`config.mk`:
```
export PLATFORM = sky130hd
export DESIGN_NAME = lane_parity_unit
export DESIGN_NICKNAME = d
export VERILOG_FILES = /design/src/rtl/lane_parity_pkg.sv /design/src/rtl/lane_parity_gen.sv /design/src/rtl/lane_syndrome_cmp.sv /design/src/rtl/lane_parity_unit.sv
export SDC_FILE = /design/constraint.sdc
export NUM_CORES = 1
export LEC_CHECK = 0
export ABC_AREA = 0
export ABC_CLOCK_PERIOD_IN_PS = 7000
export CAP_MARGIN = 20
export CELL_PAD_IN_SITES_DETAIL_PLACEMENT = 1
export CELL_PAD_IN_SITES_GLOBAL_PLACEMENT = 1
export CORE_AREA = 4 4 211 213
export CTS_CLUSTER_DIAMETER = 80
export DETAILED_ROUTE_END_ITERATION = 10
export DIE_AREA = 0 0 215 217
export DONT_BUFFER_PORTS = 1
export PLACE_DENSITY = 0.37
export SYNTH_ARGS = -nofsm -noshare
export SYNTH_HDL_FRONTEND = slang
export SYNTH_SLANG_ARGS = --single-unit
export TNS_END_PERCENT = 5
```
`constraint.sdc`:
```
create_clock -name clk -period 7 [get_ports clk]
set_input_delay 2.1 -clock clk [delete_from_list [all_inputs] [get_ports clk]]
set_output_delay 2.1 -clock clk [all_outputs]
set_load 0.02 [all_outputs]
```
`src/rtl/lane_parity_pkg.sv`:
```
package lane_parity_pkg;

    typedef enum logic [1:0] {
        ST_IDLE = 2'd0,
        ST_ENC  = 2'd1,
        ST_CHK  = 2'd2
    } lpu_state_e;

endpackage

```
`src/rtl/lane_parity_gen.sv`:
```
// Lane parity for one read-block: parity bit k folds lane k of every device.
module lane_parity_gen #(
    parameter int BLK_W = 256,
    parameter int DEV_W = 4
) (
    input  logic [BLK_W-1:0] blk,
    output logic [DEV_W-1:0] par
);
    localparam int NUM_DEV = BLK_W / DEV_W;

    for (genvar k = 0; k < DEV_W; k++) begin : g_lane
        always_comb begin
            par[k] = 1'b0;
            for (int d = 0; d < NUM_DEV; d++) begin
                par[k] = par[k] ^ blk[d*DEV_W + k];
            end
        end
    end
endmodule

```
`src/rtl/lane_syndrome_cmp.sv`:
```
// Compares stored and recomputed parity per read-block.
module lane_syndrome_cmp #(
    parameter int NUM_BLK = 2,
    parameter int DEV_W   = 4
) (
    input  logic                     chk_en,
    input  logic [NUM_BLK*DEV_W-1:0] calc,
    input  logic [NUM_BLK*DEV_W-1:0] stored,
    output logic [NUM_BLK*DEV_W-1:0] syn,
    output logic [NUM_BLK-1:0]       blk_err
);
    for (genvar r = 0; r < NUM_BLK; r++) begin : g_blk
        always_comb begin
            if (chk_en) begin
                syn[r*DEV_W +: DEV_W] = calc[r*DEV_W +: DEV_W] ^ stored[r*DEV_W +: DEV_W];
            end else begin
                syn[r*DEV_W +: DEV_W] = '0;
            end
            blk_err[r] = |syn[r*DEV_W +: DEV_W];
        end
    end
endmodule

```
`src/rtl/lane_parity_unit.sv`:
```
module lane_parity_unit
    import lane_parity_pkg::*;
#(
    parameter int LINE_W = 512,
    parameter int BLK_W  = 256,
    parameter int DEV_W  = 4,
    localparam int NUM_BLK = LINE_W / BLK_W,
    localparam int PAR_W   = NUM_BLK * DEV_W
) (
    input  logic              clk,
    input  logic              rst_n,
    input  logic              req_valid,
    input  logic              req_check,
    input  logic [LINE_W-1:0] req_line,
    input  logic [PAR_W-1:0]  req_parity,
    output logic              res_valid,
    output logic              res_check,
    output logic [PAR_W-1:0]  res_parity,
    output logic [PAR_W-1:0]  res_syndrome,
    output logic [NUM_BLK-1:0] res_blk_err
);
    lpu_state_e state_q, state_d;

    logic [PAR_W-1:0]   calc_par;
    logic [PAR_W-1:0]   calc_syn;
    logic [NUM_BLK-1:0] calc_err;

    for (genvar r = 0; r < NUM_BLK; r++) begin : g_gen
        lane_parity_gen #(
            .BLK_W (BLK_W),
            .DEV_W (DEV_W)
        ) u_gen (
            .blk (req_line[r*BLK_W +: BLK_W]),
            .par (calc_par[r*DEV_W +: DEV_W])
        );
    end

    lane_syndrome_cmp #(
        .NUM_BLK (NUM_BLK),
        .DEV_W   (DEV_W)
    ) u_cmp (
        .chk_en  (req_check),
        .calc    (calc_par),
        .stored  (req_parity),
        .syn     (calc_syn),
        .blk_err (calc_err)
    );

    always_comb begin
        if (!req_valid) begin
            state_d = ST_IDLE;
        end else if (req_check) begin
            state_d = ST_CHK;
        end else begin
            state_d = ST_ENC;
        end
    end

    always_ff @(posedge clk) begin
        if (!rst_n) begin
            state_q <= ST_IDLE;
        end else begin
            state_q <= state_d;
        end
    end

    always_ff @(posedge clk) begin
        if (!rst_n) begin
            res_parity   <= '0;
            res_syndrome <= '0;
            res_blk_err  <= '0;
            res_check    <= 1'b0;
        end else if (req_valid) begin
            res_parity   <= calc_par;
            res_syndrome <= calc_syn;
            res_blk_err  <= calc_err;
            res_check    <= req_check;
        end
    end

    always_comb begin
        unique case (state_q)
            ST_IDLE: res_valid = 1'b0;
            ST_ENC:  res_valid = 1'b1;
            ST_CHK:  res_valid = 1'b1;
            default: res_valid = 1'b0;
        endcase
    end
endmodule

```
; ---- Yosys cells after proc, flatten, opt, wreduce, memory -nomap -nowiden
; Cells that the tools add are included.
[totals]
output_inout_bits = 20
in_bits = 524
wordCells = 521
register_bits = 21
[classes]
n_reduce_logical = 4
bitwise = 506
eq_ne = 2
mux = 4
[op_table]
columns = op, count
row1 = 1-bit bitwise XOR, 504
row2 = 4-bit two-way mux, 2
row3 = 4-bit OR reduction, 2
row4 = 4-bit bitwise XOR, 2
row5 = 2-bit by 1-bit == test with 1-bit output (second input constant), 1
row6 = 2-bit == test (second input constant), 1
row7 = 2-bit two-way mux, 1
row8 = 2-bit AND reduction, 1
row9 = 2-bit OR reduction, 1
row10 = 1-bit two-way mux, 1

; ---- Logic depth before layout (Yosys ltp)
[depth]
depth_word = 66
ltp_mapped = 8
depth_no_buf = 8

; ---- Modules after synthesis
; Synthesis repeated with hierarchy kept, for this count alone.
[unflattened]
cells_unflattened = 542
hier_area_um2 = 5610.4
[modules_own_cells]
columns = module, instances, seq_area_each_um2, area_per_inst_um2, cells_each
row1 = lane_parity_gen, 2, 0.0, 2327.2, 228
row2 = lane_parity_unit, 1, 420.4, 810.8, 68
row3 = lane_syndrome_cmp, 1, 0.0, 145.1, 18

; ---- Least setup slack after synthesis
; Ideal clock, no wire load.
[synth_timing]
kind = input-to-reg
from = input req_line[213]
to = register res_blk_err[0]
setup_time_ns = 0.123
stages = 8
arrival_time_ns = 3.516
required_time_ns = 6.877
slack_ns = 3.361
path_buffers = 0
cell_sequence = xor2_1 -> xnor2_1 -> xnor2_1 -> xnor2_1 -> xnor2_1 -> xor3_1 -> o21ai_1 -> a31oi_1
[synth_via]
elab_chain_cells = 14
[synth_lines]
columns = item, line_no
row1 = "start, declared", lane_parity_unit.sv:14  ; input logic [LINE_W-1:0] req_line,
row2 = 1-bit bitwise XOR (11 in series), lane_parity_gen.sv:15  ; par[k] = par[k] ^ blk[d*DEV_W + k];
row3 = 4-bit bitwise XOR, lane_syndrome_cmp.sv:15  ; syn[r*DEV_W +: DEV_W] = calc[r*DEV_W +: DEV_W] ^ stored[r*DEV_W +: DEV_W];
row4 = 4-bit two-way mux, lane_syndrome_cmp.sv:14  ; if (chk_en) begin
row5 = 4-bit OR reduction, lane_syndrome_cmp.sv:19  ; blk_err[r] = |syn[r*DEV_W +: DEV_W];
row6 = "end signal, assigned", lane_parity_unit.sv:76  ; res_blk_err <= calc_err;
row7 = "end, declared", lane_parity_unit.sv:20  ; output logic [NUM_BLK-1:0] res_blk_err
; No other way between the ends.
; A chain may end at the register's enable or synchronous reset.

; ---- Worst setup path after layout
[layout_timing]
from = input req_line[215]
to = register res_blk_err[0]
; The elaborated chain is that of the path after synthesis.

==> flow_summary.yaml <==
floorplanning:
  floorplan.die_area_um2: 46700
  horizontal_extent_of_the_die_um: 215
  io-pin-count: 544
  placement_rows: 76
  core_area_um2: 42700
  die_y_um: 217
  start_util_pct: 12.7
timing:
  setup_total_negative_slack_ns: 0
  grt_setup_unrepaired: "no"
  timing.max_slew.rel_slack_pct: 67.9
  timing.final.max_slew_violations: 0
  post-route-period-util_pct: 54.8
  setup-violations-final: 0
  clock_skew_ns: 0
  timing.final.crit_period_ns: 3.84
  fmaxAchievable_mhz: 261
  max_slew.worst_pin.slew_ns: 0.480
  finalHoldViolations: 0
drt:
  totalWireLength_um: 19400
  drt_drc_violations_left: 0
  routedWlPerCell_um: 17.1
  drtPass1Iterations: 3
  routed-via-count: 3785
  detailed_route_iter0_violations: 42
  via_per_inst: 3.33
  detail-route-antenna-nets: 0
critical_path:
  required_ns: 7.16
  worst_path_arrival_ns: 4.00
  critical_path.max_stage_delay_ns: 0.45
  crit_slowest_cell: "sky130_fd_sc_hd__xor3_1"
  wp_buf_inv: 0
  timing.critical_path.max_delay_family: "XOR/XNOR gates"
  critPathMaxFanout: 2
  timing.critical_path.to_type: "flop"
  crit_path_cell_trace: "xor2_1, xnor2_1, xnor2_1, xnor2_1, xnor2_1, xor3_1, o21ai_1, a31oi_1"
  critPathMostFrequentCell: "sky130_fd_sc_hd__xnor2_1"
  criticalPathCategory: "in -> reg"
  cp-start-kind: "input pin"
cts:
  cts_sinks: 21
  path_clk_slew_ns: 0.08
  cts_htree_levels: 1
  cts_tree: "built"
  post_cts.repair.setup_buffers: 0
  cts-hold-fix-buffers: 0
  clock_insertion_delay_worst_skew_ns: 0.27
  tritoncts.num_buffers: 3
  postCtsResizedCells: 0
  cts-root-to-sink-buffers: 2
  root_buffer: "sky130_fd_sc_hd__clkbuf_16"
global_routing:
  grt_pass1_vias: 4562
  grt_first_pass_wirelength_um: 26700
  overflow: 0
  grt_antenna_before_repair: 0
  maximum_number_of_pins_on_one_net_before_global_route_repair: 40
  grt_use_total_pct: 7.60
synthesis:
  syn-cell-area_um2: 5420
  synthesis.instances: 594
  post_synth_main_area_contributors: "sky130_fd_sc_hd__xnor2_1, sky130_fd_sc_hd__xor2_1, sky130_fd_sc_hd__dfxtp_1, sky130_fd_sc_hd__xor3_1, sky130_fd_sc_hd__o211a_1"
  synthesis.nets: 1118
  yosys_warn_count: 0
  yosys.area.top_type: "sky130_fd_sc_hd__xnor2_1"
  seq_area_frac_synth_pct: 7.76
  area_fraction_of_the_dominant_cell_type_after_synthesis_pct: 71.2
  synth_cell_types: 20
  synth.ff_latch_count: 21
  avgSynthCellArea_um2: 9.12
placed_design:
  io_buffer_count: 0
  gpl_wtd_cong: 0.741
  hpwl_after_dpl_um: 17900
cells_and_area:
  syn2layout_area_growth_pct: 13.2
  antenna_cells: 0
  nets: 1116
  fraction_of_final_layout_cells_with_drive_strength_greater_than_1_pct: 0.508
flow_run:
  max_cap_violations: 0
power_and_ir_drop:
  overall_power_mw: 1.89
  power.density_cell_area_nw_per_um2: 308
  cellLeakagePower_nw: 1.69
  maximum_vdd_ir_drop_uv: 104
worst_hold_path:
  hold_path_class: "reg -> reg"
outcome:
  run_status: "complete, no violations"
-- through the flow --
stage	cell area, um^2	worst slack [ns]	hold slack [ns]	utilization [%]	cells
floorplan	5420	3.36	0.546	-	594
global placement	6050	2.79	0.577	14.2	1133
detailed placement	6050	2.82	0.583	14.2	1133
CTS	6130	3.11	0.597	14.4	1137
global route	6130	2.95	0.606	14.4	1137
finish	6130	3.16	0.585	14.4	1137
-- registers in the layout, indices dropped and copies added (netlist names) --
| register | flops |
|---|---|
| res_syndrome | 8 |
| res_parity | 8 |
| res_blk_err | 2 |
| state_q | 2 |
| res_check | 1 |
-- cell type report --
type | count | area [um^2]
Fill cell | 5057 | 36600
Clock buffer | 4 | 78.8
Sequential cell | 21 | 420
Multi-Input combinational cell | 566 | 4950
Tap cell | 546 | 683
-- placed cells by master, fill, tap and decap left out, drive strengths merged --
cell type	Yosys	routed
nand2b	8	8
clkbuf	4	4
o21ai	6	6
xnor2	440	440
nand2	9	9
a31oi	2	2
and3	1	1
xor2	65	65
dfxtp	21	21
a21boi	8	8
nor2	1	1
nor2b	1	1
o211a	8	8
xor3	8	8
nand3	8	8
mux2i	1	1
-- tightest hold or removal path, stage by stage, from the launching register on --
cell and delay, ns:
sky130_fd_sc_hd__dfxtp_1 0.38, sky130_fd_sc_hd__nand2b_1 0.10, sky130_fd_sc_hd__a21boi_1 0.05
-- synthesized netlist by cell type --
cell type,number
sky130_fd_sc_hd__xnor2_1,440
sky130_fd_sc_hd__xor2_1,65
sky130_fd_sc_hd__dfxtp_1,21
sky130_fd_sc_hd__nand2_1,9
sky130_fd_sc_hd__a21boi_1,8
sky130_fd_sc_hd__nand2b_1,8
sky130_fd_sc_hd__nand3_1,8
sky130_fd_sc_hd__o211a_1,8
sky130_fd_sc_hd__xor3_1,8
sky130_fd_sc_hd__o21ai_1,4
sky130_fd_sc_hd__clkbuf_1,3
sky130_fd_sc_hd__a31oi_1,2
sky130_fd_sc_hd__buf_6,2
sky130_fd_sc_hd__o21ai_0,2
sky130_fd_sc_hd__and3_1,1
sky130_fd_sc_hd__buf_4,1
sky130_fd_sc_hd__clkbuf_4,1
sky130_fd_sc_hd__mux2i_1,1
sky130_fd_sc_hd__nor2_1,1
sky130_fd_sc_hd__nor2b_1,1
-- report_power, final --
part | internal [mW] | switching, mW | total [mW]
Combinational | 0.838 | 0.688 | 1.53
Sequential | 0.154 | 0.0680 | 0.222
Clock | 0.0783 | 0.0609 | 0.139
Total | 1.07 | 0.816 | 1.89
-- kinds of logic (layout without fill, tap and decap cells) --
group,count (synthesis),after routing,synth area share [%]
and+or+nand+nor,28,28,2.59
AOI/OAI and AO/OA,24,24,3.37
xor gates and xnor gates,513,513,85.2
muxes,1,1,0.185
DFF,21,21,7.76
buffers and inverters,7,4,0.901
-- final timing paths --
path	slack (ns)	depth (start not counted)	startpoint	to
setup reg to reg	6.18	2	res_blk_err[0]	res_blk_err[0]
hold reg to reg	0.59	2	res_syndrome[5]	res_syndrome[5]
setup / recovery	3.16	8	req_line[215]	res_blk_err[0]
hold / removal	0.59	2	res_syndrome[5]	res_syndrome[5]
-- metal layers --
layer	track usage (%)	vias to the layer above	share of wire, %
met2	15.6	263	57
met1	7.37	1693	34
met4	1.03	0	0.87
met5	0	-	0
li1	-	1823	-
met3	2.69	6	8.7
(Power assumes the default switching activity.)
